### config.mk
export PLATFORM = sky130hd
export DESIGN_NAME = ipi_ctl_reg
export DESIGN_NICKNAME = d
export VERILOG_FILES = /design/src/rtl/ipi_pkg.sv /design/src/rtl/ipi_field_decode.sv /design/src/rtl/ipi_pending_bank.sv /design/src/rtl/tmr_status_bank.sv /design/src/rtl/ipi_ctl_reg.sv
export SDC_FILE = /design/constraint.sdc
export NUM_CORES = 1
export LEC_CHECK = 0
export BUFFER_PORTS_ARGS = -buffer_cell sky130_fd_sc_hd__buf_4
export CAP_MARGIN = 15
export CELL_PAD_IN_SITES_DETAIL_PLACEMENT = 0
export CELL_PAD_IN_SITES_GLOBAL_PLACEMENT = 1
export CORE_ASPECT_RATIO = 0.9
export CORE_MARGIN = 4
export CORE_UTILIZATION = 15
export CTS_CLUSTER_DIAMETER = 50
export DETAILED_ROUTE_END_ITERATION = 10
export PLACE_DENSITY = 0.75
export RECOVER_POWER = 50
export SLEW_MARGIN = 20
export SYNTH_ARGS = -nofsm -noshare
export SYNTH_HDL_FRONTEND = slang
export SYNTH_SLANG_ARGS = --single-unit
### constraint.sdc
create_clock -name clk -period 0.8 [get_ports clk]
set_input_delay 0.04 -clock clk [delete_from_list [all_inputs] [get_ports clk]]
set_output_delay 0.04 -clock clk [all_outputs]
set_load 0.02 [all_outputs]
### src/rtl/ipi_pkg.sv
package ipi_pkg;
  localparam int unsigned IPI_CPUS_MAX = 4;
  localparam int unsigned REG_BITS     = 64;
  localparam int unsigned TCLR_LSB     = 4;
  localparam int unsigned ACK_LSB      = 8;
  localparam int unsigned REQ_LSB      = 12;
  localparam int unsigned NOP_BIT      = 28;
endpackage

### src/rtl/ipi_field_decode.sv
module ipi_field_decode
  import ipi_pkg::*;
#(
  parameter int unsigned NCPU  = IPI_CPUS_MAX,
  parameter int unsigned REG_W = REG_BITS
) (
  input  logic             wr_en,
  input  logic [REG_W-1:0] wr_data,
  output logic [NCPU-1:0]  req,
  output logic [NCPU-1:0]  ack,
  output logic [NCPU-1:0]  tclr,
  output logic             bad_wr
);
  logic [NCPU-1:0] req_f, ack_f, tclr_f;
  logic            nop_f, any_f;

  always_comb begin
    req_f  = wr_data[REQ_LSB  +: NCPU];
    ack_f  = wr_data[ACK_LSB  +: NCPU];
    tclr_f = wr_data[TCLR_LSB +: NCPU];
    nop_f  = wr_data[NOP_BIT];
    any_f  = (|req_f) | (|ack_f) | (|tclr_f) | nop_f;
    req    = wr_en ? req_f  : '0;
    ack    = wr_en ? ack_f  : '0;
    tclr   = wr_en ? tclr_f : '0;
    bad_wr = wr_en & ~any_f;
  end
endmodule

### src/rtl/ipi_pending_bank.sv
module ipi_pending_bank #(
  parameter int unsigned NCPU = 4
) (
  input  logic            clk,
  input  logic            rst_n,
  input  logic [NCPU-1:0] req,
  input  logic [NCPU-1:0] ack,
  output logic [NCPU-1:0] pend
);
  for (genvar c = 0; c < NCPU; c++) begin : g_cpu
    logic pend_q, pend_d, pend_en;

    // request applied first, acknowledge second
    always_comb begin
      pend_en = req[c] | ack[c];
      pend_d  = (pend_q | req[c]) & ~ack[c];
    end

    always_ff @(posedge clk or negedge rst_n) begin
      if (!rst_n)       pend_q <= 1'b0;
      else if (pend_en) pend_q <= pend_d;
    end

    assign pend[c] = pend_q;
  end
endmodule

### src/rtl/tmr_status_bank.sv
module tmr_status_bank #(
  parameter int unsigned NCPU = 4
) (
  input  logic            clk,
  input  logic            rst_n,
  input  logic [NCPU-1:0] evt,
  input  logic [NCPU-1:0] tclr,
  output logic [NCPU-1:0] tstat
);
  for (genvar c = 0; c < NCPU; c++) begin : g_cpu
    logic st_q, st_d, st_en;

    // an event at the same edge as a clear is kept
    always_comb begin
      st_en = evt[c] | tclr[c];
      st_d  = evt[c] | (st_q & ~tclr[c]);
    end

    always_ff @(posedge clk or negedge rst_n) begin
      if (!rst_n)     st_q <= 1'b0;
      else if (st_en) st_q <= st_d;
    end

    assign tstat[c] = st_q;
  end
endmodule

### src/rtl/ipi_ctl_reg.sv
module ipi_ctl_reg
  import ipi_pkg::*;
#(
  parameter int unsigned NCPU  = IPI_CPUS_MAX,
  parameter int unsigned REG_W = REG_BITS
) (
  input  logic             clk,
  input  logic             rst_n,
  input  logic             wr_en,
  input  logic [REG_W-1:0] wr_data,
  input  logic [NCPU-1:0]  tmr_evt,
  output logic [REG_W-1:0] rd_data,
  output logic [NCPU-1:0]  irq_ipi,
  output logic [NCPU-1:0]  irq_tmr,
  output logic             wr_err
);
  logic [NCPU-1:0] req, ack, tclr, pend, tstat;
  logic            bad_wr, err_q;

  ipi_field_decode #(.NCPU(NCPU), .REG_W(REG_W)) u_dec (
    .wr_en   (wr_en),
    .wr_data (wr_data),
    .req     (req),
    .ack     (ack),
    .tclr    (tclr),
    .bad_wr  (bad_wr)
  );

  ipi_pending_bank #(.NCPU(NCPU)) u_pend (
    .clk   (clk),
    .rst_n (rst_n),
    .req   (req),
    .ack   (ack),
    .pend  (pend)
  );

  tmr_status_bank #(.NCPU(NCPU)) u_tmr (
    .clk   (clk),
    .rst_n (rst_n),
    .evt   (tmr_evt),
    .tclr  (tclr),
    .tstat (tstat)
  );

  always_ff @(posedge clk or negedge rst_n) begin
    if (!rst_n) err_q <= 1'b0;
    else        err_q <= bad_wr;
  end

  always_comb begin
    rd_data = '0;
    rd_data[ACK_LSB  +: NCPU] = pend;
    rd_data[TCLR_LSB +: NCPU] = tstat;
  end

  assign irq_ipi = pend;
  assign irq_tmr = tstat;
  assign wr_err  = err_q;
endmodule

After elaboration in Yosys (flattened, before gate mapping):

Index checks and enable logic that the tools add are counted.

* bits in registers: 9
* bits of input ports: 71
* output and inout port bits: 73
* word-level logic and storage cells: 52

* multiplexer cells: 3
* bitwise logic cells: 37
* reductions and logical operators: 3

Operators with widths (count)
* $or A1 B1 Y1: 19
* $mux W4: 3
* $reduce_or A4 Y1: 3
* $and A1 B1 Y1: 9
* $not A1 Y1: 9

Depth between registers and ports, before layout:

Gate-level depths: netlist (run 1).

* depth after elaboration: 6
* depth in mapped cells: 3
* mapped depth without buffers: 2

By module:

A second synthesis (run 1) with hierarchy kept.

* cells, all modules: 112
* area, all modules: 975.9 um^2

By module, submodules not included
* ipi_ctl_reg: instances 1, cells an instance 66, area each 509.2 um^2, seq. area each 25.0 um^2
* tmr_status_bank: instances 1, cells an instance 16, area each 175.2 um^2, seq. area each 100.1 um^2
* ipi_pending_bank: instances 1, cells an instance 12, area each 170.2 um^2, seq. area each 100.1 um^2
* ipi_field_decode: instances 1, cells an instance 18, area each 121.4 um^2, seq. area each 0.0 um^2

Least setup slack after synthesis (run 1):

OpenSTA, ideal clock, no wires.

* path kind: flip-flop to flip-flop
* start: register u_pend.g_cpu[0].pend_q
* end: register u_pend.g_cpu[0].pend_q
* setup time: 122 ps
* arrival time: 512 ps
* slack: 165 ps
* cell stages (with the launch flop): 3
* buffers on the path: 0
* clock period less this slack: 635 ps
* path through: dfrtp_1 a21oi_1 a21oi_1

* cells in the longest elaborated chain, start to end: 2

RTL lines
* start: declaration: line ipi_pending_bank.sv:11 `logic pend_q, pend_d, pend_en;`
* start signal: assignment: line ipi_pending_bank.sv:21 `else if (pend_en) pend_q <= pend_d;`
* $or A1 B1 Y1: line ipi_pending_bank.sv:16 `pend_d = (pend_q | req[c]) & ~ack[c];`
* $and A1 B1 Y1: line ipi_pending_bank.sv:16

Every way passes these cells.
A chain may end at the register's enable or synchronous reset.

Final worst setup path (run 1):

* start: register u_tmr.g_cpu[2].st_q
* end: output irq_tmr[2]

RTL lines
* start: declaration: line tmr_status_bank.sv:11 `logic st_q, st_d, st_en;`
* start signal: assignment: line tmr_status_bank.sv:21 `else if (st_en) st_q <= st_d;`
* end: declaration: line ipi_ctl_reg.sv:14 `output logic [NCPU-1:0] irq_tmr,`

No word-level cell between the ends.

==> flow_summary_export.csv, run 1 <==
group,metric,value,unit
run_status,status,"complete, but fails checks",
run_status,violations,"negative setup slack",
synthesis,synth_xor_area_frac,0,
detailed_routing,route.detailed.drc,0,
layout,drive_gt1_frac,0.2889,
floorplanning,dieArea,7321,sq um
grt,antenna_found_initial,0,
floorplanning,io_pins,144,
pwr,seqPwrFrac,0.313,
pwr,irDropWorstVdd,346.6,uV
floorplanning,die_w,89.75,um
clock_tree,htree_num_levels,1,
synthesis,yosys_warnings,0,
layout,final_area,1087,sq um
pwr,pwr-share-clk,0.305,
detailed_routing,drtAntennaViolNets,0,
synthesis,synthTopCellsByArea,"buf_4 61%, dfrtp_1 25%, a21oi_1 4.4%",
synthesis,synthFlopType,"dfrtp_1",
sta,fmax,1188,MHz
worst_setup_path,critPathRequiredTime,0.76,ns
sta,max-slew-margin-rel,0.6524,
worst_setup_path,startpoint_type,"flop",
worst_setup_path,reg2reg_from,"u_pend.g_cpu[2].pend_q$_DFFE_PN0P_",
synthesis,synth_top_family_by_area,"buffers and inverters",
worst_setup_path,critical_path.max_fanout,3,
synthesis,synth-seq-cells,9,
detailed_routing,routed_via_density,2.805,
grt,grt_pass1_wl,2297,um
clock_tree,cts-root-buf,"clkbuf_8",
synthesis,synth_most_common_cell,"buf_4",
clock_tree,cts_tree,"done",
detailed_routing,vias,575,
sta,worst_pin_slew,0.5214,ns
floorplanning,start_util,0.1567,
clock_tree,post_cts_buffers,0,
synthesis,synth_edf_count,0,
synthesis,synthCells,104,
clock_tree,cts.sinks,9,
sta,setup_ws,-0.04158,ns
synthesis,synth_compound_area_frac,0.07767,
synthesis,synthesis.area,902.1,sq um
worst_setup_path,end_kind,"primary output",
synthesis,synth_top_area_frac,0.6075,
worst_setup_path,worst-setup-path-type,"reg -> out",
synthesis,synth-simple-area-share,0.06103,
sta,setup_violations,16,
sta,layout_min_cycle_time,0.8416,ns
synthesis,synth_common_cells,"73 x buf_4, 9 x dfrtp_1, 8 x a21oi_1, 4 x a21o_1, 4 x nand2_1",
grt,overflow,0,
pwr,p_int,1.073,mW
detailed_routing,drt_pass1_iterations,3,
worst_setup_path,cp.arrival,0.80,ns
layout,multi_input_area,335.3,sq um
worst_setup_path,critPathBufInv,1,
clock_tree,cts.path.max_buffers,2,
grt,grt_pass1_vias,489,
worst_setup_path,critPathTopFamily,"flip-flops",
layout,regArea,225.2,sq um
synthesis,netlist.top_cell.by_area,"buf_4",
layout,fill_cells,637,
floorplanning,core,5758,sq um
synthesis,syn-mean-instance-area,8.674,sq um
synthesis,muxShareOfSynthArea,0,
job,max_cap_viol_count,0,
sta,slew_viol_final,0,
pwr,total_power,1.712,mW
floorplanning,rows,26,
pwr,sw_frac_of_total,0.3734,
layout,nNetsFinal,207,
grt,grt_util_all_layers,0.04161,
pwr,comb_power_share,0.383,
layout,syn_to_final_growth,20.53,%
pwr,switchingPower,0.6394,mW
placed_design,gp_congestion,0.6528,
detailed_routing,routed_wl,1760,um
worst_setup_path,critPathSlowestCell,"dfrtp_1",
sta,skew,0,ns
synthesis,ys_types,10,
placed_design,hpwlAfterDp,1428,um
worst_hold_path,min_path_type,"in -> reg",
synthesis,synthArstFlopShare,1.000,
worst_setup_path,crit_start,"u_tmr.g_cpu[2].st_q$_DFFE_PN0P_",
detailed_routing,routedWlPerCell,8.585,um
layout,antenna_cells,0,
worst_setup_path,crit_chain,"buf_6",
detailed_routing,drtIter0Drc,6,
clock_tree,clk_pin_slew,0.05,ns
synthesis,synthAdderAreaFrac,0,
synthesis,yosysSeqAreaShare,0.2497,
worst_hold_path,hold_start,"wr_data[28]",
sta,period_share,1.052,
floorplanning,fp.dieH,81.57,um
clock_tree,insertion_delay,0.23,ns
sta,hold_viol_final,0,
worst_setup_path,critical-path-max-stage-delay,0.42,ns
grt,grt_max_degree,14,
sta,grt_setup_unrepaired,"true",
pwr,power.leakage,0.5701,nW
placed_design,portBuffers,36,
pwr,p_per_area,1575,nW/um^2
placed_design,place_area,918.4,sq um
clock_tree,cts_buffers,3,
[layout by cell type (no fill, tap or decap), drive strengths merged]
cell type / synthesis / routed
dlygate4sd3: 0 / 9
nand2: 4 / 4
conb: 1 / 56
a21oi: 8 / 8
buf: 73 / 35
and4: 1 / 1
dfrtp: 9 / 9
a21o: 4 / 4
nor4b: 1 / 1
nor4: 2 / 2
nor2: 1 / 1
clkbuf: 0 / 5
[cell type report]
class / instances / area share
Tap cell: 70 / 0.08055
Clock buffer: 4 / 0.04143
Timing Repair Buffer: 45 / 0.3625
Sequential cell: 9 / 0.2071
Multi-Input combinational cell: 77 / 0.3084
[final timing paths]
kind	end	slack [ns]	cells after the start
setup / recovery	irq_tmr[2]	-0.04	1
hold / removal	wr_err$_DFF_PN0_	0.09	3
setup reg to reg	u_pend.g_cpu[2].pend_q$_DFFE_PN0P_	0.08	2
hold reg to reg	u_tmr.g_cpu[3].st_q$_DFFE_PN0P_	0.52	1
max in group asynchronous	u_tmr.g_cpu[0].st_q$_DFFE_PN0P_	0.15	2
min in group asynchronous	u_tmr.g_cpu[3].st_q$_DFFE_PN0P_	0.30	2
[per-stage QoR]
step | std cells | TNS [ns] | setup WS, ns | util | hold WS (ns)
2_1_floorplan | 159 | 0 | 0.1654 | - | -0.2556
3_3_place_gp | 192 | 0 | 0.05768 | 0.1595 | -0.1303
3_5_place_dp | 192 | 0 | 0.04174 | 0.1595 | -0.1266
4_1_cts | 205 | -0.6128 | -0.05211 | 0.1882 | 0.08078
5_1_grt | 205 | -0.8778 | -0.06172 | 0.1888 | 0.08616
6_report | 205 | -0.4587 | -0.04158 | 0.1888 | 0.08693
[flip-flops by register name, summed over array words and instances (netlist names)]
| name | count |
|---|---|
| u_tmr.g_cpu.st_q | 4 |
| wr_err | 1 |
| u_pend.g_cpu.pend_q | 4 |
[timing repair]
action                                  in CTS  in global routing
hold buffers                                 9                  0
gates cloned                                 0                  0
hold endpoints to repair                    17                  0
endpoints found under the setup margin      16                 16
resized for setup                            8                  2
[power groups by stage]
stage                     Sequential [mW]  Combinational (mW)  Clock, mW
final                               0.535               0.655      0.522
after global routing                0.539               0.695      0.573
after CTS                           0.534               0.645      0.542
after detailed placement            0.533               0.585          0
after global placement              0.531               0.581          0
after floorplan                     0.522               0.690          0
[per-layer routing]
metal / vias to the layer above / GRT usage / share of wire
met5: - / 0 / 0
met4: 0 / 0.03675 / 0.013
met3: 2 / 0.01832 / 0.17
met2: 57 / 0.07132 / 0.47
met1: 251 / 0.03888 / 0.34
li1: 265 / - / -
[kinds of logic (layout without fill, tap and decap cells)]
| kind of cell | count (synthesis) | count (layout) |
|---|---|---|
| AO/OA/AOI/OAI | 12 | 12 |
| buffers and inverters | 73 | 49 |
| flip-flops | 9 | 9 |
| other | 1 | 56 |
| AND/OR/NAND/NOR | 9 | 9 |
Note: power is estimated with default switching activity, not from simulation.
==> inputs of run 2 (changes only) <==
- CORE_UTILIZATION: 15 -> 16
- CTS_CLUSTER_SIZE: default -> 10
- SYNTH_HIERARCHICAL: default -> 1
==> run 2 against run 1 <==
Effect of this change:
- the run still ends with negative setup slack left
- combinational power increased by 3.4%
- synthesized cell count increased by 7.7%
- register-to-register slack got worse by 0.10 ns
- critical endpoint is now irq_ipi[2]
==> flow_summary_export.csv, run 2 <==
group,metric,value,unit
run_status,status,"complete, but fails checks",
run_status,violations,"negative setup slack",
worst_setup_path,critPathBufInv,1,
clock_tree,insertion_delay,0.23,ns
floorplanning,fp.dieH,82.09,um
sta,slew_viol_final,0,
worst_hold_path,min_path_type,"in -> reg",
grt,overflow,0,
detailed_routing,drtAntennaViolNets,0,
sta,setup_ws,-0.03377,ns
worst_setup_path,reg2reg_from,"u_pend/g_cpu[3].pend_q$_DFFE_PN0P_",
job,max_cap_viol_count,0,
worst_hold_path,hold_depth,3,
detailed_routing,vias,602,
worst_setup_path,critical_path.max_fanout,3,
synthesis,yosys_warnings,6,
sta,whs,0.09274,ns
grt,grt_pass1_vias,485,
sta,layout_min_cycle_time,0.8338,ns
detailed_routing,route.detailed.drc,0,
layout,final_util,0.1999,
worst_setup_path,critPathRequiredTime,0.76,ns
synthesis,synth_top_area_frac,0.5538,
sta,skew,0,ns
synthesis,synthArstFlopShare,1.000,
clock_tree,cts-root-buf,"clkbuf_8",
layout,multi_input_area,396.6,sq um
detailed_routing,wl_met1,575,um
worst_setup_path,reg2reg_depth,2,
clock_tree,htree_num_levels,1,
detailed_routing,drt_pass1_iterations,2,
sta,hold_viol_final,0,
grt,antenna_found_initial,0,
clock_tree,cts.sinks,9,
floorplanning,rows,26,
grt,grt_pass1_wl,2318,um
synthesis,synth_most_common_cell,"buf_4",
detailed_routing,routed_wl,1829,um
worst_setup_path,crit_start,"u_pend/g_cpu[2].pend_q$_DFFE_PN0P_",
synthesis,synth-seq-cells,9,
synthesis,ys_types,13,
synthesis,synth_edf_count,0,
worst_setup_path,critical-path-max-stage-delay,0.41,ns
sta,grt_setup_unrepaired,"true",
clock_tree,cts.path.max_buffers,2,
layout,fin_cells,210,
detailed_routing,dr_wl_met3,238,um
worst_setup_path,crit_chain,"buf_6",
clock_tree,cts_tree,"done",
synthesis,synthFlopType,"dfrtp_1",
worst_setup_path,reg2reg_to,"u_pend/g_cpu[3].pend_q$_DFFE_PN0P_",
grt,grt_util_all_layers,0.03955,
floorplanning,io_pins,144,
worst_setup_path,worst-setup-path-type,"reg -> out",
layout,final_common_cell,"conb_1",
floorplanning,core,5791,sq um
worst_setup_path,cp.arrival,0.79,ns
detailed_routing,routed_via_density,2.867,
placed_design,gp_congestion,0.6415,
floorplanning,dieArea,7415,sq um
worst_setup_path,end_kind,"primary output",
layout,syn_to_final_growth,18.59,%
placed_design,dp.cells,200,
clock_tree,clk_pin_slew,0.05,ns
sta,setup_violations,17,
detailed_routing,routedWlPerCell,8.710,um
pwr,p_per_area,1503,nW/um^2
worst_setup_path,startpoint_type,"flop",
synthesis,syn-mean-instance-area,8.714,sq um
layout,drive_gt1_frac,0.2929,
sta,period_share,1.042,
placed_design,hpwlAfterDp,1557,um
worst_setup_path,critPathTopFamily,"flip-flops",
detailed_routing,dr.max_layer_used,"met3",
layout,antenna_cells,0,
worst_setup_path,crit_cells,1,
synthesis,synthTopCellsByArea,"buf_4 55%, dfrtp_1 23%, and2_1 7.1%",
floorplanning,start_util,0.1685,
layout,regArea,225.2,sq um
synthesis,synth_common_cells,"72 x buf_4, 11 x and2_1, 9 x dfrtp_1",
layout,nNetsFinal,212,
synthesis,yosysSeqAreaShare,0.2308,
sta,worst_pin_slew,0.5315,ns
placed_design,portBuffers,36,
synthesis,synthCells,112,
worst_setup_path,cp-endpoint,"irq_ipi[2]",
placed_design,pre_cts_slack,0.0007944,ns
pwr,irDropWorstVdd,228.5,uV
grt,grt_max_degree,14,
sta,max-slew-margin-rel,0.6457,
floorplanning,die_w,90.33,um
detailed_routing,drtIter0Drc,11,
layout,fill_cells,644,
layout,final_cell_mix,"56 x conb_1, 19 x buf_4, 17 x buf_6",
synthesis,netlist.top_cell.by_area,"buf_4",
clock_tree,cts_buffers,3,
worst_setup_path,critPathSlowestCell,"dfrtp_1",
sta,fmax,1199,MHz
synthesis,synthesis.area,975.9,sq um
worst_setup_path,rrSetupSlack,-0.02,ns
pwr,power.leakage,0.6188,nW
detailed_routing,wl_met2,1015,um
## run 2: cell types whose count changed after synthesis, sizes merged
cell / before / now
nand2: 4 / 0
a21oi: 8 / 0
inv: 0 / 4
o21ba: 0 / 4
and2: 0 / 12
## run 2: logic make-up after synthesis
kind of cell | Yosys count | share of synthesized area
buffers and inverters | 77 | 0.5744
other | 1 | 0.003842
DFF | 9 | 0.2308
and+or+nand+nor | 17 | 0.1192
AOI/OAI and AO/OA | 8 | 0.07180
## run 2: routing by layer
layer | GRT usage | vias up
met5 | 0 | -
met4 | 0.02294 | 0
met3 | 0.01359 | 0
met2 | 0.06935 | 46
met1 | 0.04241 | 279
li1 | - | 277
## run 2: worst min path at each step
stage	startpoint	end	slack, ns
floorplan	rst_n	u_pend/g_cpu[0].pend_q$_DFFE_PN0P_	-0.26
finish	wr_data[14]	wr_err$_DFF_PN0_	0.09
global placement	rst_n	u_pend/g_cpu[0].pend_q$_DFFE_PN0P_	-0.13
CTS	wr_data[14]	wr_err$_DFF_PN0_	0.09
global route	wr_data[14]	wr_err$_DFF_PN0_	0.1
detailed placement	rst_n	u_pend/g_cpu[0].pend_q$_DFFE_PN0P_	-0.12
## run 2: cell type report
class	instances	area share
multi-input cells	81	0.3427
clock buffers	4	0.03892
inverters	4	0.01297
repair buffers	42	0.3351
well taps	70	0.07568
flip-flops and latches	9	0.1946
## run 2: what timing repair did
item,in CTS,in global routing
endpoints found under the hold margin,13,0
endpoints found under the setup margin,16,18
buffers inserted,1,0
hold buffers,5,0
resized for setup,14,3
## run 2: power breakdown
part,total (mW),switching [mW],internal [mW],leakage [nW]
clock network,0.525,0.178,0.347,0.0228
logic,0.677,0.418,0.259,0.494
registers,0.537,0.0432,0.493,0.102
## run 2: metrics by stage
| stage | power [mW] | setup TNS, ns | area [sq um] |
|---|---|---|---|
| 2_1_floorplan | 1.229 | 0 | 1182 |
| 3_3_place_gp | 1.132 | 0 | 994.7 |
| 3_5_place_dp | 1.138 | 0 | 994.7 |
| 4_1_cts | 1.757 | -0.5707 | 1150 |
| 5_1_grt | 1.835 | -0.8208 | 1157 |
| 6_report | 1.739 | -0.3670 | 1157 |
==> inputs of run 3 (changes only) <==
- CORE_UTILIZATION: 16 -> 18
- PLACE_DENSITY: 0.75 -> 0.84
- SYNTH_HIERARCHICAL: 1 -> default
- clock period: 0.8 -> 1.1 ns (I/O delays scaled with it)
==> run 3 against run 2 <==
Effect of this change:
- register-to-register slack better by 0.43 ns
- the flow now finishes without violations
- utilization up 0.35 points
- setup slack better by 0.10 ns
==> flow_summary_export.csv, run 3 (synthesis results as in run 1) <==
group,metric,value,unit
run_status,status,"complete, no violations",
sta,slew_viol_final,0,
floorplanning,io_pins,144,
worst_hold_path,min_path_type,"in -> reg",
placed_design,dp.cells,187,
layout,syn_to_final_growth,9.015,%
sta,layout_min_cycle_time,1.033,ns
worst_setup_path,rrSetupSlack,0.41,ns
detailed_routing,routed_wl,1688,um
layout,final_area,983.4,sq um
clock_tree,insertion_delay,0.23,ns
worst_setup_path,startpoint_type,"input port",
layout,fin_cells,194,
detailed_routing,routed_via_density,2.912,
detailed_routing,drtIter0Drc,6,
layout,antenna_cells,0,
grt,grt_max_degree,14,
floorplanning,rows,24,
floorplanning,fp.dieH,75.16,um
placed_design,gp_congestion,0.5647,
clock_tree,cts_buffers,3,
detailed_routing,routedWlPerCell,8.701,um
detailed_routing,drt_pass1_iterations,4,
sta,skew,0,ns
worst_setup_path,cp.arrival,1.19,ns
floorplanning,dieArea,6210,sq um
pwr,p_per_area,1215,nW/um^2
grt,antenna_found_initial,0,
detailed_routing,vias,565,
worst_setup_path,reg2reg_from,"u_pend.g_cpu[1].pend_q$_DFFE_PN0P_",
grt,grt_util_all_layers,0.04300,
floorplanning,start_util,0.1866,
detailed_routing,drtAntennaViolNets,0,
clock_tree,clk_pin_slew,0.04,ns
worst_setup_path,end_kind,"flop",
worst_setup_path,critPathRequiredTime,1.26,ns
clock_tree,cts_tree,"done",
layout,final_cell_mix,"56 x conb_1, 34 x buf_4, 9 x dfrtp_1",
clock_tree,cts.sinks,9,
floorplanning,die_w,82.63,um
floorplanning,core,4835,sq um
worst_setup_path,worst-setup-path-type,"in -> reg",
worst_setup_path,critical_path.max_fanout,2,
clock_tree,htree_num_levels,1,
worst_setup_path,critPathSlowestCell,"dlygate4sd3_1",
grt,grt_pass1_wl,1987,um
worst_setup_path,reg2reg_to,"u_pend.g_cpu[1].pend_q$_DFFE_PN0P_",
worst_setup_path,cp-endpoint,"wr_err$_DFF_PN0_",
sta,fmax,968.1,MHz
pwr,power.leakage,0.5324,nW
worst_hold_path,hold_depth,2,
sta,finalSetupTns,0,ns
pwr,irDropWorstVdd,339.7,uV
worst_setup_path,reg2reg_depth,2,
clock_tree,post_cts_buffers,0,
sta,setup_violations,0,
worst_setup_path,crit_chain,"dlygate4sd3_1 > buf_4 > nor4_1 > and4_1",
sta,period_share,0.9391,
detailed_routing,route.detailed.drc,0,
layout,nNetsFinal,201,
sta,hold_viol_final,0,
worst_setup_path,crit_start,"wr_data[11]",
placed_design,portBuffers,36,
placed_design,hpwlAfterDp,1442,um
sta,whs,0.003600,ns
layout,final_common_cell,"conb_1",
placed_design,place_area,912.1,sq um
sta,grt_setup_unrepaired,"false",
grt,overflow,0,
grt,grt_pass1_vias,480,
clock_tree,cts-root-buf,"clkbuf_8",
clock_tree,cts.path.max_buffers,2,
layout,drive_gt1_frac,0.3023,
worst_setup_path,critical-path-max-stage-delay,0.54,ns
job,max_cap_viol_count,0,
## run 3: worst max-delay path, delay by kind of cell
kind / cells / cell delay [ns]
simple gates: 2 / 0.46
buf+inv: 2 / 0.68
## run 3: per-stage QoR
step	setup WS [ns]	total power [mW]	utilization
after floorplan	0.4654	0.8814	-
after global placement	0.3334	0.8073	0.1887
after detailed placement	0.3208	0.8114	0.1887
after CTS	0.05801	1.204	0.2042
after global routing	0.01593	1.269	0.2034
final	0.06702	1.195	0.2034
## run 3: how the worst min path moves through the flow
stage	start	slack [ns]	end
4_1_cts	tmr_evt[3]	0.004	u_tmr.g_cpu[3].st_q$_DFFE_PN0P_
2_1_floorplan	rst_n	-0.24	u_pend.g_cpu[0].pend_q$_DFFE_PN0P_
5_1_grt	tmr_evt[1]	0.001	u_tmr.g_cpu[1].st_q$_DFFE_PN0P_
6_report	tmr_evt[3]	0.004	u_tmr.g_cpu[3].st_q$_DFFE_PN0P_
3_5_place_dp	rst_n	-0.11	wr_err$_DFF_PN0_
3_3_place_gp	rst_n	-0.12	u_pend.g_cpu[0].pend_q$_DFFE_PN0P_
## run 3: report_power, final
part / leakage, nW / total (mW) / switching [mW] / internal (mW)
Combinational: 0.407 / 0.435 / 0.304 / 0.132
Sequential: 0.102 / 0.382 / 0.0226 / 0.359
Clock: 0.0228 / 0.377 / 0.125 / 0.252
## run 3: layout make-up
| class | instances | area [sq um] |
|---|---|---|
| fillers | 565 | 3851 |
| flip-flops and latches | 9 | 225.2 |
| clock buffers | 4 | 45.04 |
| well taps | 65 | 81.33 |
| repair buffers | 39 | 296.5 |
| multi-input cells | 77 | 335.3 |
## run 3: per-layer routing
metal	vias up	part of all wire	GRT usage
li1	255	-	-
met1	249	0.31	0.03736
met2	59	0.48	0.08274
met3	2	0.20	0.01555
met4	0	0.0077	0.02722
met5	-	0	0
## run 3: what timing repair did
action                                 CTS  global route
endpoints found under the hold margin   11             0
resized for setup                        0             0
hold buffers                             3             0
